`config.mk`:
```
export PLATFORM = sky130hd
export DESIGN_NAME = nest_irq_ctrl
export DESIGN_NICKNAME = d
export VERILOG_FILES = /design/src/rtl/nic_pkg.sv /design/src/rtl/nic_regs.sv /design/src/rtl/nic_arbiter.sv /design/src/rtl/nic_stack.sv /design/src/rtl/nic_seq.sv /design/src/rtl/nest_irq_ctrl.sv
export SDC_FILE = /design/constraint.sdc
export NUM_CORES = 1
export LEC_CHECK = 0
export ABC_AREA = 1
export ABC_CLOCK_PERIOD_IN_PS = 26900
export BUFFER_PORTS_ARGS = -buffer_cell sky130_fd_sc_hd__buf_4
export CORE_MARGIN = 4
export CORE_UTILIZATION = 48
export CTS_BUF_LIST = sky130_fd_sc_hd__clkbuf_4
export DETAILED_ROUTE_END_ITERATION = 8
export HOLD_SLACK_MARGIN = 0.1
export PLACE_DENSITY = 0.75
export SLEW_MARGIN = 20
export SYNTH_ARGS = -nofsm -noshare
export SYNTH_HDL_FRONTEND = slang
export SYNTH_SLANG_ARGS = --single-unit
export TNS_END_PERCENT = 30
```
`constraint.sdc`:
```
create_clock -name clk -period 26.9 [get_ports clk]
set_input_delay 5.38 -clock clk [delete_from_list [all_inputs] [get_ports clk]]
set_output_delay 5.38 -clock clk [all_outputs]
set_load 0.005 [all_outputs]
```
`src/rtl/nic_pkg.sv`:
```
`timescale 1ns/1ps
package nic_pkg;
    typedef enum logic [0:0] {
        S_IDLE,
        S_OFFER
    } seq_state_t;

    // control register addresses (lower half of the address space)
    localparam int ADR_EN_SET    = 0;
    localparam int ADR_EN_CLR    = 1;
    localparam int ADR_FULL_MASK = 2;
    localparam int ADR_FAULT_MSK = 3;
    localparam int ADR_BASE_THR  = 4;
endpackage

```
`src/rtl/nic_regs.sv`:
```
`timescale 1ns/1ps
module nic_regs #(
    parameter int NUM_LINES = 8,
    parameter int PW        = 3,
    parameter int ADDR_W    = 4,
    localparam int VW       = $clog2(NUM_LINES),
    localparam int LOWW     = ADDR_W - 1
) (
    input  logic                    clk,
    input  logic                    rst_n,
    input  logic                    wr_en,
    input  logic [ADDR_W-1:0]       wr_addr,
    input  logic [NUM_LINES-1:0]    wr_data,
    input  logic [NUM_LINES-1:0]    irq_in,
    input  logic                    clr_en,
    input  logic [VW-1:0]           clr_idx,
    output logic [NUM_LINES-1:0]    en_q,
    output logic [NUM_LINES-1:0]    pend_q,
    output logic [NUM_LINES*PW-1:0] prio_flat,
    output logic                    full_q,
    output logic                    fault_q,
    output logic [PW-1:0]           base_q
);
    import nic_pkg::*;

    logic            ctrl_sel;
    logic            prio_sel;
    logic [LOWW-1:0] low_addr;

    assign ctrl_sel = wr_en && !wr_addr[ADDR_W-1];
    assign prio_sel = wr_en &&  wr_addr[ADDR_W-1];
    assign low_addr = wr_addr[LOWW-1:0];

    // enable bits: set/clear by mask write
    always_ff @(posedge clk or negedge rst_n) begin
        if (!rst_n) begin
            en_q <= '0;
        end else if (ctrl_sel && low_addr == LOWW'(ADR_EN_SET)) begin
            en_q <= en_q | wr_data;
        end else if (ctrl_sel && low_addr == LOWW'(ADR_EN_CLR)) begin
            en_q <= en_q & ~wr_data;
        end
    end

    // global masking controls
    always_ff @(posedge clk or negedge rst_n) begin
        if (!rst_n) begin
            full_q  <= 1'b0;
            fault_q <= 1'b0;
            base_q  <= '0;
        end else if (ctrl_sel) begin
            if (low_addr == LOWW'(ADR_FULL_MASK)) full_q  <= wr_data[0];
            if (low_addr == LOWW'(ADR_FAULT_MSK)) fault_q <= wr_data[0];
            if (low_addr == LOWW'(ADR_BASE_THR))  base_q  <= wr_data[PW-1:0];
        end
    end

    // pending bits: acceptance clear has precedence over a new request
    always_ff @(posedge clk or negedge rst_n) begin
        if (!rst_n) begin
            pend_q <= '0;
        end else begin
            for (int i = 0; i < NUM_LINES; i++) begin
                if (clr_en && clr_idx == VW'(i)) begin
                    pend_q[i] <= 1'b0;
                end else if (irq_in[i]) begin
                    pend_q[i] <= 1'b1;
                end
            end
        end
    end

    // one priority register per line
    for (genvar g = 0; g < NUM_LINES; g++) begin : g_prio
        logic [PW-1:0] lvl_q;
        always_ff @(posedge clk or negedge rst_n) begin
            if (!rst_n) begin
                lvl_q <= '0;
            end else if (prio_sel && wr_addr[VW-1:0] == VW'(g)) begin
                lvl_q <= wr_data[PW-1:0];
            end
        end
        assign prio_flat[g*PW +: PW] = lvl_q;
    end
endmodule

```
`src/rtl/nic_arbiter.sv`:
```
`timescale 1ns/1ps
module nic_arbiter #(
    parameter int NUM_LINES = 8,
    parameter int PW        = 3,
    localparam int VW       = $clog2(NUM_LINES),
    localparam int LW       = PW + 1
) (
    input  logic [NUM_LINES-1:0]    en_q,
    input  logic [NUM_LINES-1:0]    pend_q,
    input  logic [NUM_LINES*PW-1:0] prio_flat,
    input  logic [LW-1:0]           run_level,
    output logic [NUM_LINES-1:0]    elig,
    output logic                    any_elig,
    output logic [VW-1:0]           best_idx
);
    logic [PW-1:0] best_lvl;

    // lowest value wins; scanning upward with a strict compare keeps the
    // lowest line number on ties
    always_comb begin
        any_elig = 1'b0;
        best_idx = '0;
        best_lvl = '1;
        elig     = '0;
        for (int i = 0; i < NUM_LINES; i++) begin
            elig[i] = en_q[i] && pend_q[i] &&
                      ({1'b0, prio_flat[i*PW +: PW]} < run_level);
            if (elig[i] && (!any_elig || prio_flat[i*PW +: PW] < best_lvl)) begin
                any_elig = 1'b1;
                best_idx = VW'(i);
                best_lvl = prio_flat[i*PW +: PW];
            end
        end
    end
endmodule

```
`src/rtl/nic_stack.sv`:
```
`timescale 1ns/1ps
module nic_stack #(
    parameter int PW       = 3,
    parameter int DEPTH    = 8,
    localparam int DW      = $clog2(DEPTH + 1),
    localparam int IW      = (DEPTH > 1) ? $clog2(DEPTH) : 1,
    localparam int LW      = PW + 1
) (
    input  logic          clk,
    input  logic          rst_n,
    input  logic          push,
    input  logic          pop,
    input  logic [PW-1:0] push_lvl,
    output logic [DW-1:0] depth,
    output logic [LW-1:0] top_level
);
    localparam logic [LW-1:0] THREAD = LW'(1 << PW);

    logic [PW-1:0] slot [DEPTH];
    logic          full;
    logic          empty;
    logic [IW-1:0] wr_slot;
    logic [IW-1:0] top_slot;

    assign full     = (depth == DW'(DEPTH));
    assign empty    = (depth == '0);
    assign wr_slot  = IW'(depth);
    assign top_slot = IW'(depth - DW'(1));

    always_ff @(posedge clk or negedge rst_n) begin
        if (!rst_n) begin
            depth <= '0;
        end else begin
            unique case ({push, pop && !empty})
                2'b10: if (!full) begin
                    slot[wr_slot] <= push_lvl;
                    depth         <= depth + DW'(1);
                end
                2'b01: depth <= depth - DW'(1);
                2'b11: slot[top_slot] <= push_lvl;
                default: ;
            endcase
        end
    end

    assign top_level = empty ? THREAD : {1'b0, slot[top_slot]};
endmodule

```
`src/rtl/nic_seq.sv`:
```
`timescale 1ns/1ps
module nic_seq #(
    parameter int NUM_LINES = 8,
    localparam int VW       = $clog2(NUM_LINES)
) (
    input  logic                 clk,
    input  logic                 rst_n,
    input  logic [NUM_LINES-1:0] elig,
    input  logic                 any_elig,
    input  logic [VW-1:0]        best_idx,
    input  logic                 take_ack,
    output logic                 take_req,
    output logic [VW-1:0]        take_vec,
    output logic                 accept
);
    import nic_pkg::*;

    seq_state_t    state_q;
    seq_state_t    state_d;
    logic [VW-1:0] vec_q;
    logic          offer_live;

    assign offer_live = any_elig && elig[vec_q] && (best_idx == vec_q);

    // state register
    always_ff @(posedge clk or negedge rst_n) begin
        if (!rst_n) begin
            state_q <= S_IDLE;
            vec_q   <= '0;
        end else begin
            state_q <= state_d;
            if (state_q == S_IDLE && any_elig) vec_q <= best_idx;
        end
    end

    // transitions: select, accept, withdraw
    always_comb begin
        state_d = state_q;
        unique case (state_q)
            S_IDLE:  if (any_elig) state_d = S_OFFER;
            S_OFFER: begin
                if (offer_live && take_ack) state_d = S_IDLE;
                else if (!offer_live)       state_d = S_IDLE;
            end
            default: state_d = S_IDLE;
        endcase
    end

    // outputs
    always_comb begin
        take_req = (state_q == S_OFFER) && offer_live;
        take_vec = vec_q;
        accept   = take_req && take_ack;
    end
endmodule

```
`src/rtl/nest_irq_ctrl.sv`:
```
`timescale 1ns/1ps
module nest_irq_ctrl #(
    parameter int NUM_LINES = 8,
    parameter int PW        = 3,
    parameter int DEPTH     = 8,
    localparam int VW       = $clog2(NUM_LINES),
    localparam int ADDR_W   = ((VW > 3) ? VW : 3) + 1,
    localparam int LW       = PW + 1,
    localparam int DW       = $clog2(DEPTH + 1)
) (
    input  logic                 clk,
    input  logic                 rst_n,
    input  logic [NUM_LINES-1:0] irq_in,
    input  logic                 wr_en,
    input  logic [ADDR_W-1:0]    wr_addr,
    input  logic [NUM_LINES-1:0] wr_data,
    output logic                 take_req,
    output logic [VW-1:0]        take_vec,
    input  logic                 take_ack,
    input  logic                 exc_ret,
    output logic [NUM_LINES-1:0] pend_out,
    output logic [LW-1:0]        run_level
);
    localparam logic [LW-1:0] THREAD = LW'(1 << PW);

    logic [NUM_LINES-1:0]    en_q;
    logic [NUM_LINES-1:0]    pend_q;
    logic [NUM_LINES*PW-1:0] prio_flat;
    logic                    full_q;
    logic                    fault_q;
    logic [PW-1:0]           base_q;
    logic [NUM_LINES-1:0]    elig;
    logic                    any_elig;
    logic [VW-1:0]           best_idx;
    logic                    accept;
    logic [DW-1:0]           depth;
    logic [LW-1:0]           stack_top;
    logic [LW-1:0]           base_lvl;
    logic [LW-1:0]           mask_lvl;

    nic_regs #(.NUM_LINES(NUM_LINES), .PW(PW), .ADDR_W(ADDR_W)) u_regs (
        .clk       (clk),
        .rst_n     (rst_n),
        .wr_en     (wr_en),
        .wr_addr   (wr_addr),
        .wr_data   (wr_data),
        .irq_in    (irq_in),
        .clr_en    (accept),
        .clr_idx   (take_vec),
        .en_q      (en_q),
        .pend_q    (pend_q),
        .prio_flat (prio_flat),
        .full_q    (full_q),
        .fault_q   (fault_q),
        .base_q    (base_q)
    );

    // running level: most urgent of stack top, threshold and mask level
    assign base_lvl = (base_q == '0) ? THREAD : {1'b0, base_q};
    assign mask_lvl = (full_q || fault_q) ? '0 : THREAD;

    always_comb begin
        run_level = stack_top;
        if (base_lvl < run_level) run_level = base_lvl;
        if (mask_lvl < run_level) run_level = mask_lvl;
    end

    nic_arbiter #(.NUM_LINES(NUM_LINES), .PW(PW)) u_arb (
        .en_q      (en_q),
        .pend_q    (pend_q),
        .prio_flat (prio_flat),
        .run_level (run_level),
        .elig      (elig),
        .any_elig  (any_elig),
        .best_idx  (best_idx)
    );

    nic_seq #(.NUM_LINES(NUM_LINES)) u_seq (
        .clk      (clk),
        .rst_n    (rst_n),
        .elig     (elig),
        .any_elig (any_elig),
        .best_idx (best_idx),
        .take_ack (take_ack),
        .take_req (take_req),
        .take_vec (take_vec),
        .accept   (accept)
    );

    nic_stack #(.PW(PW), .DEPTH(DEPTH)) u_stack (
        .clk       (clk),
        .rst_n     (rst_n),
        .push      (accept),
        .pop       (exc_ret),
        .push_lvl  (prio_flat[take_vec*PW +: PW]),
        .depth     (depth),
        .top_level (stack_top)
    );

    assign pend_out = pend_q;
endmodule

```
* Word level (Yosys, flattened, before mapping) *
Memory sizes are Yosys's and may differ from the RTL's.
Index checks and enable logic that the tools add are counted.

storage, ports and cells
  register bits = 53
  RAM bits = 24
  output and inout port bits = 16
  logic and storage cells = 219
  memories kept = 1

operators by class
  add/sub/neg operators = 2
  multiply operators = 1
  order comparisons = 18
  eq/ne operators = 20
  shifts and indexed selects = 1
  mux-type cells = 61
  bitwise logic cells = 4
  reductions and logical operators = 88

memories
  name          words  bits a word  rd ports  clocked after Yosys merged registers in  write ports  line             text
  u_stack.slot  8      3            1         0                                        1            nic_stack.sv:19  logic [PW-1:0] slot [DEPTH];

operator list
  kind                                                 number
  logical AND 1 bit                                    52
  two-way mux 3 bit                                    13
  two-way mux 1 bit                                    35
  less-than comparator 3 x 4 -> 1 bit                  8
  equality test 3 bit, second input constant           8
  two-way mux 4 bit                                    6
  indexed part select 24 x 6 -> 3 bit                  1
  less-than comparator 3 bit                           7
  nonzero test 2 bit                                   10
  two-way mux 8 bit                                    2
  equality test 3 x 2 -> 1 bit, second input constant  4
  zero test 1 bit                                      9
  zero test 3 bit                                      3
  AND 8 bit                                            1
  logical OR 1 bit                                     8
  less-than comparator 4 bit                           2
  inverter 8 bit                                       1
  bitwise OR 8 bit                                     1
  case mux 4 bit (2 select lines)                      1
  AND reduction 2 bit                                  4
  equality test 3 x 1 -> 1 bit, second input constant  2
  multiplier 3 x 2 -> 5 bit, second input constant     1
  adder 4 x 1 -> 4 bit, second input constant          1
  equality test 2 bit, second input constant           2
  other kinds (12)                                     13

* Depth between registers and ports, before layout *
Gate-level depths: netlist of run 1.
An unclocked memory read counts as a cell.

  word-level depth = 48
  mapped depth = 98
  depth with buffers taken out = 95

* Modules after synthesis *
Synthesis of run 1 repeated with hierarchy kept, for this count alone.

second synthesis, totals
  cells, all modules = 779
  area, all modules = 5556.6 um2

by module, submodules not included
  module         times used  cells each  area each (um2)
  nic_regs       1           229         1928.1
  nic_stack      1           173         1527.7
  nic_arbiter    1           245         1353.8
  nest_irq_ctrl  1           87          445.4
  nic_seq        1           45          301.5

* Least setup slack after synthesis of run 1 *
OpenSTA, ideal clock, no wires.

  path type = flip-flop to output port
  start point = register u_stack.depth[0]
  end point = output take_req
  arrival time = 9391 ps
  slack = 12129 ps
  stages on the path, launching flop included = 83
  path through = dfrtp_1 -> buf_4 -> inv_2 -> buf_2 -> ha_1 -> buf_4 -> inv_1 -> o21ai_1 -> o221ai_1 -> o211ai_1 -> ha_1 -> a21oi_1 -> nand2_2 -> nand2_1 -> nand2_2 -> nor2_2 -> nand2_2 -> nand2_2 -> [... 47 more ...] -> ha_1 -> a21oi_1 -> nand2_1 -> nand2_2 -> nand2_2 -> nand2_1 -> o21ai_0 -> ha_1 -> nand2_1 -> inv_1 -> nand2_1 -> nand2_1 -> nand2_2 -> nand2_4 -> nand2_1 -> a21oi_1 -> nand2_1 -> nor2_2

on the way
  longest elaborated chain between the ends = 41

ends and longest elaborated chain
  element                                                               line                 text
  start: declaration                                                    nic_stack.sv:14      output logic [DW-1:0] depth,
  start signal: assignment                                              nic_stack.sv:37      depth <= depth + DW'(1);
  start signal: assignment                                              nic_stack.sv:39      2'b01: depth <= depth - DW'(1);
  subtractor 4 x 1 -> 4 bit                                             nic_stack.sv:28      assign top_slot = IW'(depth - DW'(1));
  memory read (8 x 3 bit)                                               --
  two-way mux 4 bit *                                                   nic_stack.sv:46      assign top_level = empty ? THREAD : {1'b0, slot[top_slot]};
  less-than comparator 4 bit                                            nest_irq_ctrl.sv:64  if (base_lvl < run_level) run_level = base_lvl;
  two-way mux 4 bit *                                                   nest_irq_ctrl.sv:64
  less-than comparator 4 bit                                            nest_irq_ctrl.sv:65  if (mask_lvl < run_level) run_level = mask_lvl;
  two-way mux 4 bit *                                                   nest_irq_ctrl.sv:65
  less-than comparator 3 x 4 -> 1 bit                                   nic_arbiter.sv:27    ({1'b0, prio_flat[i*PW +: PW]} < run_level);
  [... 25 more ...]                                                     --
  two-way mux 3 bit / two-way mux 1 bit (equally long branches)         nic_arbiter.sv:28    if (elig[i] && (!any_elig || prio_flat[i*PW +: PW] < best_lvl)) begin
  less-than comparator 3 bit / zero test 1 bit (equally long branches)  nic_arbiter.sv:28
  logical OR 1 bit                                                      nic_arbiter.sv:28
  logical AND 1 bit                                                     nic_arbiter.sv:28
  two-way mux 3 bit / two-way mux 1 bit (equally long branches)         nic_arbiter.sv:28
  equality test 3 bit / logical AND 1 bit (equally long branches)       nic_seq.sv:23        assign offer_live = any_elig && elig[vec_q] && (best_idx == vec_q);
  logical AND 1 bit *                                                   nic_seq.sv:23
  logical AND 1 bit *                                                   nic_seq.sv:51        take_req = (state_q == S_OFFER) && offer_live;
  end: declaration                                                      nest_irq_ctrl.sv:17  output logic take_req,

Mark *: on every way between the ends. The rest lies on a longest branch, timed or not. The select of a mux whose other input is x is not followed.

* Worst setup path in the final report of run 1 *
Ends and elaborated chain as after synthesis.

==> flow_summary.json, run 1 <==
{
  "status": "complete, no violations",
  "cp_max_fo": 18,
  "period_share_pct": 63.7,
  "die_w_um": 113,
  "clk_pin_slew_ns": 0.14,
  "yosysTopAreaCell": "dfrtp_1",
  "antenna_found_initial": 0,
  "cts_root_buf": "clkbuf_4",
  "synth_top_flop_cell": "dfrtp_1",
  "cts_tree": "built",
  "synthesis.area_sq_mm": 0.00529,
  "grt_pass1_wl_um": 23100,
  "num_vias": 4851,
  "hold_path.class": "register to register",
  "worst_slew_pin_slew_ns": 0.876,
  "cts_hold_buf": 0,
  "layout.nets": 797,
  "fp-row-count": 38,
  "place_congestion": 0.957,
  "avgSynthCellArea_sq_um": 7.55,
  "diodes": 0,
  "synth-seq-cells": 77,
  "wl_per_cell_um": 15.3,
  "hpwl_um": 10500,
  "initial_utilization_pct": 49.0,
  "die_area_sq_mm": 0.0128,
  "postPlaceCellArea_sq_mm": 0.00569,
  "relSlewSlack_pct": 41.3,
  "wirelength_um": 13600,
  "crit_slowest_cell": "dfrtp_1",
  "area_delta_synth_final_pct": 9.99,
  "finClkSkew_ns": 0.0289,
  "ys_warn_count": 0,
  "syn_nets": 757,
  "grt-ovfl-total": 0,
  "ioPinCount": 41,
  "maxCapViolations": 0,
  "drt-pass1-iter-count": 5,
  "grt_pass1_vias": 4782,
  "synthTopCellsByCount": "nand2_1, inv_1, nand3_1",
  "synth_top_area_share_pct": 25.1,
  "setup.worst_path.end_class": "output port",
  "cts_buffers": 9,
  "start_kind": "register",
  "crit_required_ns": 21.52,
  "cpPeakStageDelay_ns": 0.76,
  "finalSetupViolations": 0,
  "cp.arrival_ns": 11.76,
  "synth_most_common_cell": "nand2_1",
  "synthArstFlopShare_pct": 68.8,
  "drt-initial-drc-count": 396,
  "hold_viol_final": 0,
  "synth_area_leaders": "dfrtp_1, edfxtp_1, nand2_1, ha_1, nand3_1",
  "core_sq_mm": 0.0108,
  "post-route-cell-area_sq_mm": 0.00582,
  "drt_drc_violations_left": 0,
  "ant_nets": 0,
  "cts_resized": 0,
  "clock-sinks": 77,
  "cts_max_path_buffers": 2,
  "die_height_um": 113,
  "grt_max_degree": 56,
  "finalCriticalPeriod_ns": 17.14,
  "drive_gt1_share_pct": 16.2,
  "finalSetupTns_ns": 0,
  "synth_seq_area_share_pct": 38.7,
  "htreeDepth": 3,
  "max_freq_ghz": 0.0583,
  "portBuffers": 40,
  "post_cts_buffers": 0,
  "synth_cell_types": 47,
  "cpMostUsedCell": "nand2_1",
  "rsz0062_at_grt": "no",
  "critPathKind": "register to output port",
  "via_per_inst": 5.48,
  "clock_latency_ns": 0.45,
  "slew_viol_final": 0,
  "grt_util_all_layers_pct": 22.2,
  "synth-edff-count": 24,
  "syn_inst": 700,
  "n_fill_cell": 1026
}
==> routing by layer <==
metal / wire (um) / up-vias / global-route usage, %
met5: 0 / - / 0
met4: 199 / 0 / 6.25
met3: 1080 / 21 / 4.01
met2: 6270 / 186 / 35.3
met1: 6010 / 2261 / 31.3
li1: - / 2383 / -
==> cell families (layout without fill, tap and decap cells) <==
group	after synthesis	after routing	synth area share [%]
flops	77	77	38.7
xor+xnor	5	5	1.18
simple gates	351	351	30.2
compound gates	108	108	11.5
buf+inv	119	164	9.11
fa+ha+maj	32	32	7.57
mux	8	8	1.70
==> final cells by class <==
type | count | area, sq um | area share, %
Tap cell | 140 | 175 | 3.01
Clock inverter | 7 | 50.0 | 0.861
Timing Repair Buffer | 40 | 300 | 5.16
Sequential cell | 77 | 2050 | 35.2
Clock buffer | 9 | 67.6 | 1.16
Multi-Input combinational cell | 504 | 2770 | 47.5
Inverter | 108 | 410 | 7.06
==> path summary, 6_finish.rpt <==
kind / start / endpoint / slack, ns / cells past startpoint
hold reg to reg: u_regs.g_prio[7].lvl_q[0] / u_regs.g_prio[7].lvl_q[0] / 0.52 / 2
min in group asynchronous: rst_n / u_stack.depth[0] / 4.93 / 1
setup reg to reg: u_stack.depth[0] / u_stack.slot[2][0] / 14.62 / 83
hold / removal: u_regs.g_prio[7].lvl_q[0] / u_regs.g_prio[7].lvl_q[0] / 0.52 / 2
setup / recovery: u_stack.depth[0] / take_req / 9.76 / 80
max in group asynchronous: rst_n / u_regs.base_q[1] / 21.43 / 1
==> through the flow <==
stage                     hold WS (ns)  utilization [%]  setup WS, ns  std cells
after floorplan                  0.453                -         12.13        700
after global placement           0.472             52.7         10.95        869
after detailed placement         0.496             52.7         10.42        869
after CTS                        0.529             53.8          9.84        885
after global routing             0.555             53.9          8.43        885
final                            0.522             53.9          9.76        885
==> critical path, delay by kind of cell (launching register included) <==
kind	cells	cell delay (ns)
adders and majority gates	10	3.09
DFF	1	0.76
and+or+nand+nor	48	4.03
buffers and inverters	9	0.97
AOI/OAI and AO/OA	13	2.47
==> layout by cell type (no fill, tap or decap), types with 2 or more instances in the layout <==
cell,count
nand3_1,73
nand3_2,5
nand2_4,3
a211oi_1,2
buf_4,40
o221ai_1,2
nor2_2,5
a221oi_1,2
nand2_2,25
edfxtp_1,24
xor2_1,3
clkbuf_4,9
inv_1,90
nand4_1,2
mux2_2,8
a31oi_1,4
ha_1,32
o211ai_1,2
o21ai_1,4
nor2_1,44
nand4_2,2
clkinv_2,2
dfrtp_1,53
a22oi_1,4
nor3_1,3
o21ai_0,59
clkinv_1,7
a21oi_1,20
inv_2,10
o22ai_1,3
clkinv_4,3
nand2_1,184
Power of run 1 is not shown: default switching activity piles up to over one toggle a cycle in this logic, so the estimate is an artifact.
==> run 2: changes to the inputs <==
--- a/config.mk
+++ b/config.mk
@@ -6,14 +6,14 @@
 export NUM_CORES = 1
 export LEC_CHECK = 0
 export ABC_AREA = 1
-export ABC_CLOCK_PERIOD_IN_PS = 26900
+export ABC_CLOCK_PERIOD_IN_PS = 15200
 export BUFFER_PORTS_ARGS = -buffer_cell sky130_fd_sc_hd__buf_4
 export CORE_MARGIN = 4
 export CORE_UTILIZATION = 48
 export CTS_BUF_LIST = sky130_fd_sc_hd__clkbuf_4
 export DETAILED_ROUTE_END_ITERATION = 8
 export HOLD_SLACK_MARGIN = 0.1
-export PLACE_DENSITY = 0.75
+export PLACE_DENSITY = 0.78
 export SLEW_MARGIN = 20
 export SYNTH_ARGS = -nofsm -noshare
 export SYNTH_HDL_FRONTEND = slang
==> constraint.sdc (replaced) <==
create_clock -name clk -period 15.2 [get_ports clk]
set_input_delay 3.04 -clock clk [delete_from_list [all_inputs] [get_ports clk]]
set_output_delay 3.04 -clock clk [all_outputs]
set_load 0.005 [all_outputs]
==> flow_summary.json, run 2 (synthesized netlist as in run 1, its figures left out) <==
{
  "area_delta_synth_final_pct": 10.8,
  "via_per_inst": 5.46,
  "status": "complete, no violations",
  "hold_viol_final": 0,
  "clock_latency_ns": 0.45,
  "grt-ovfl-total": 0,
  "met3_length_um": 688,
  "holdWs_ns": 0.508,
  "grt_pass1_vias": 4617,
  "htreeDepth": 3,
  "drt-initial-drc-count": 348,
  "final_common_cell": "nand2_1",
  "finClkSkew_ns": 0.0221,
  "portBuffers": 40,
  "hpwl_um": 10600,
  "ant_nets": 0,
  "cpMostUsedCell": "nand2_1",
  "maxCapViolations": 0,
  "finalSetupViolations": 0,
  "diodes": 0,
  "start_kind": "register",
  "wl_met2_um": 6460,
  "crit_slowest_cell": "dfrtp_2",
  "period_share_pct": 91.6,
  "worst_slew_pin_slew_ns": 0.793,
  "setup.worst_path.end_class": "output port",
  "layout.nets": 802,
  "cts_max_path_buffers": 2,
  "path_depth": 83,
  "cpPeakStageDelay_ns": 0.49,
  "die_area_sq_mm": 0.0128,
  "fin_util_pct": 54.3,
  "initial_utilization_pct": 49.0,
  "cts_hold_buf": 0,
  "cts_tree": "built",
  "grt_util_all_layers_pct": 22.1,
  "grt_pass1_wl_um": 22400,
  "wl_per_cell_um": 15.3,
  "finalCriticalPeriod_ns": 13.93,
  "drt_drc_violations_left": 0,
  "num_vias": 4850,
  "die_height_um": 113,
  "holdPathStages": 2,
  "drt-pass1-iter-count": 5,
  "max_freq_ghz": 0.0718,
  "cts_root_buf": "clkbuf_4",
  "critPathKind": "register to output port",
  "ioPinCount": 41,
  "place_congestion": 0.962,
  "cp_max_fo": 16,
  "critPathTopFamily": "simple AND/OR/NAND/NOR gates",
  "core_sq_mm": 0.0108,
  "slew_viol_final": 0,
  "antenna_found_initial": 0,
  "grt_max_degree": 56,
  "crit_required_ns": 12.16,
  "seqCellArea_sq_mm": 0.00205,
  "dr.max_layer_used": "met4",
  "multi_input_area_sq_mm": 0.00279,
  "relSlewSlack_pct": 46.8,
  "drive_gt1_share_pct": 17.4,
  "wirelength_um": 13600,
  "met1_length_um": 6090,
  "n_fill_cell": 983,
  "clk_pin_slew_ns": 0.12,
  "cts_buffers": 9,
  "final_cell_mix": "nand2_1, inv_1, nand3_1, o21ai_0, dfrtp_1",
  "hold_path.class": "register to register",
  "fp-row-count": 38,
  "r2r_cells": 86,
  "clock-sinks": 77,
  "critical_path_buf_inv_count": 10,
  "die_w_um": 113,
  "cp.arrival_ns": 10.89
}
## run 2: changes by cell type in the layout (fill, tap and decap cells not counted), moves of 2 or more
cell	before	now
nand2_2	25	27
o21ai_0	59	56
inv_2	10	8
clkinv_2	2	4
clkinv_4	3	1
o21ai_1	4	7
nand2_1	184	182
buf_4	40	45
inv_4	1	3
## run 2: per-stage QoR
step	setup WS, ns	setup TNS [ns]	cells	cell area (sq um)
2_1_floorplan	2.77	0	700	5290
3_3_place_gp	1.70	0	869	5690
3_5_place_dp	0.980	0	869	5690
4_1_cts	0.429	0	883	5790
5_1_grt	-0.0201	-0.0201	888	5860
6_report	1.27	0	888	5860
## run 2: timing repair
action | in CTS | in global routing
setup endpoints to repair | 0 | 1
buffers inserted | 0 | 5
gates resized for setup | 0 | 10
## run 2: worst reg2reg max path: cells and delay by family, from the launching register on
| family | cells | cell delay (ns) |
|---|---|---|
| flops | 1 | 0.49 |
| buf+inv | 9 | 0.76 |
| fa+ha+maj | 10 | 2.95 |
| compound gates | 12 | 1.96 |
| simple gates | 55 | 4.95 |
## run 2: final timing paths
| path | startpoint | endpoint | slack, ns |
|---|---|---|---|
| max | u_stack.depth[0] | take_req | 1.27 |
| min | u_regs.g_prio[6].lvl_q[0] | u_regs.g_prio[6].lvl_q[0] | 0.51 |
| max in group asynchronous | rst_n | u_stack.depth[0] | 12.07 |
| max reg2reg | u_stack.depth[0] | u_stack.slot[3][1] | 3.78 |
| min in group asynchronous | rst_n | u_seq.take_vec[1] | 2.63 |
| min reg2reg | u_regs.g_prio[6].lvl_q[0] | u_regs.g_prio[6].lvl_q[0] | 0.51 |
## run 2: area by class of cell
class                      count  area share, %
clock inverter                 4          0.448
timing repair buffer          45           5.76
inverter                     108           7.02
multi-input combinational    504           47.5
sequential                    77           34.9
clock buffer                  10           1.28
tap                          140           2.99
## run 2: metal layers
| metal | track usage [%] | up-vias |
|---|---|---|
| li1 | - | 2395 |
| met4 | 8.73 | 0 |
| met3 | 4.49 | 33 |
| met1 | 29.0 | 2279 |
| met2 | 35.9 | 143 |
| met5 | 0 | - |
Power of run 2 is left out for the same reason.
==> run 3: changes to the inputs <==
--- a/config.mk
+++ b/config.mk
@@ -14,8 +14,8 @@
 export DETAILED_ROUTE_END_ITERATION = 8
 export HOLD_SLACK_MARGIN = 0.1
 export PLACE_DENSITY = 0.78
+export RECOVER_POWER = 100
 export SLEW_MARGIN = 20
 export SYNTH_ARGS = -nofsm -noshare
 export SYNTH_HDL_FRONTEND = slang
 export SYNTH_SLANG_ARGS = --single-unit
-export TNS_END_PERCENT = 30
==> flow_summary.json, run 3 (synthesized netlist as in run 1, its figures left out) <==
{
  "status": "finished with violations",
  "violations": "max-capacitance violations, max-slew violations",
  "num_vias": 4851,
  "core_sq_mm": 0.0108,
  "die_height_um": 113,
  "finalCriticalPeriod_ns": 13.92,
  "ant_nets": 0,
  "die_area_sq_mm": 0.0128,
  "cts_max_path_buffers": 2,
  "fp-row-count": 38,
  "wl_per_cell_um": 15.3,
  "relSlewSlack_pct": -102,
  "portBuffers": 40,
  "place_congestion": 0.962,
  "final_common_cell": "nand2_1",
  "layout.nets": 802,
  "cp_max_fo": 16,
  "htreeDepth": 3,
  "grt_util_all_layers_pct": 22.1,
  "die_w_um": 113,
  "grt_max_degree": 56,
  "drt-initial-drc-count": 368,
  "initial_utilization_pct": 49.0,
  "slew_viol_final": 56,
  "hold_viol_final": 0,
  "area_delta_synth_final_pct": 10.4,
  "grt_pass1_vias": 4617,
  "finClkSkew_ns": 0.0215,
  "cpPeakStageDelay_ns": 0.49,
  "ioPinCount": 41,
  "final_cell_mix": "nand2_1, inv_1, nand3_1, o21ai_0, dfrtp_1",
  "via_per_inst": 5.46,
  "grt_pass1_wl_um": 22400,
  "clock_latency_ns": 0.45,
  "crit_slowest_cell": "dfrtp_2",
  "setup.worst_path.end_class": "output port",
  "maxCapViolations": 1,
  "postPlaceCellArea_sq_mm": 0.00569,
  "hold_path.class": "register to register",
  "drive_gt1_share_pct": 16.6,
  "clk_pin_slew_ns": 0.12,
  "drt-pass1-iter-count": 5,
  "cts_buffers": 9,
  "max_freq_ghz": 0.0718,
  "cp.arrival_ns": 10.88,
  "cpMostUsedCell": "nand2_1",
  "cts_tree": "built",
  "crit_required_ns": 12.16,
  "cts_root_buf": "clkbuf_4",
  "critPathKind": "register to output port",
  "finalSetupViolations": 0,
  "start_kind": "register",
  "antenna_found_initial": 0,
  "hpwl_um": 10600,
  "diodes": 0,
  "worst_slew_pin_slew_ns": 3.02,
  "wirelength_um": 13600,
  "period_share_pct": 91.6,
  "drt_drc_violations_left": 0,
  "grt-ovfl-total": 0,
  "post-route-cell-area_sq_mm": 0.00584,
  "clock-sinks": 77
}
run 3: cell types whose count changed in the layout (fill, tap and decap cells not counted), sizes merged:
cell    change
buf        -16
clkbuf     +16
run 3: through the flow:
step	setup TNS, ns	worst slack [ns]	utilization [%]	hold slack (ns)	std cells
final	0	1.28	54.1	0.507	888
after CTS	0	0.429	53.7	0.510	883
after global placement	0	1.70	52.7	0.470	869
after detailed placement	0	0.980	52.7	0.479	869
after floorplan	0	2.77	-	0.453	700
after global routing	-0.0199	-0.0199	54.1	0.553	888
run 3: worst paths after layout:
path	slack (ns)	from	to	cells after the start
worst max register to register	3.71	u_stack.depth[0]	u_stack.slot[3][1]	86
min in group asynchronous	3.58	rst_n	u_seq.take_vec[0]	1
worst min register to register	0.51	u_regs.g_prio[6].lvl_q[0]	u_regs.g_prio[6].lvl_q[0]	2
worst min-delay path	0.51	u_regs.g_prio[6].lvl_q[0]	u_regs.g_prio[6].lvl_q[0]	2
max in group asynchronous	9.72	rst_n	u_stack.depth[0]	1
worst max-delay path	1.28	u_stack.depth[0]	take_req	83
run 3: cell type report:
cell class | instances | area [sq um]
Clock inverter | 4 | 26.3
Multi-Input combinational cell | 504 | 2780
Tap cell | 140 | 175
Sequential cell | 77 | 2050
Inverter | 108 | 412
Clock buffer | 10 | 75.1
Timing Repair Buffer | 45 | 319
Fill cell | 987 | 4960
run 3: repair_timing:
action                     4_1_cts  5_1_grt
buffers inserted                 0        5
hold buffers                     0        0
gates resized for setup          0       10
setup endpoints to repair        0        1
run 3: critical path, delay by kind of cell (launching register included):
kind | cells | cell delay [ns]
adder cells (fa/ha/maj) | 10 | 2.94
AND/OR/NAND/NOR | 51 | 4.15
flip-flops | 1 | 0.49
AO/OA/AOI/OAI | 12 | 1.95
buffers and inverters | 10 | 0.88
run 3: per-layer routing:
layer	routed length, um	vias up	GRT usage, %	share of wire [%]
li1	-	2394	-	-
met1	6060	2273	29.0	45
met2	6490	152	35.9	48
met3	725	32	4.49	5.3
met4	328	0	8.73	2.4
met5	0	-	0	0
Power of run 3 is left out for the same reason.
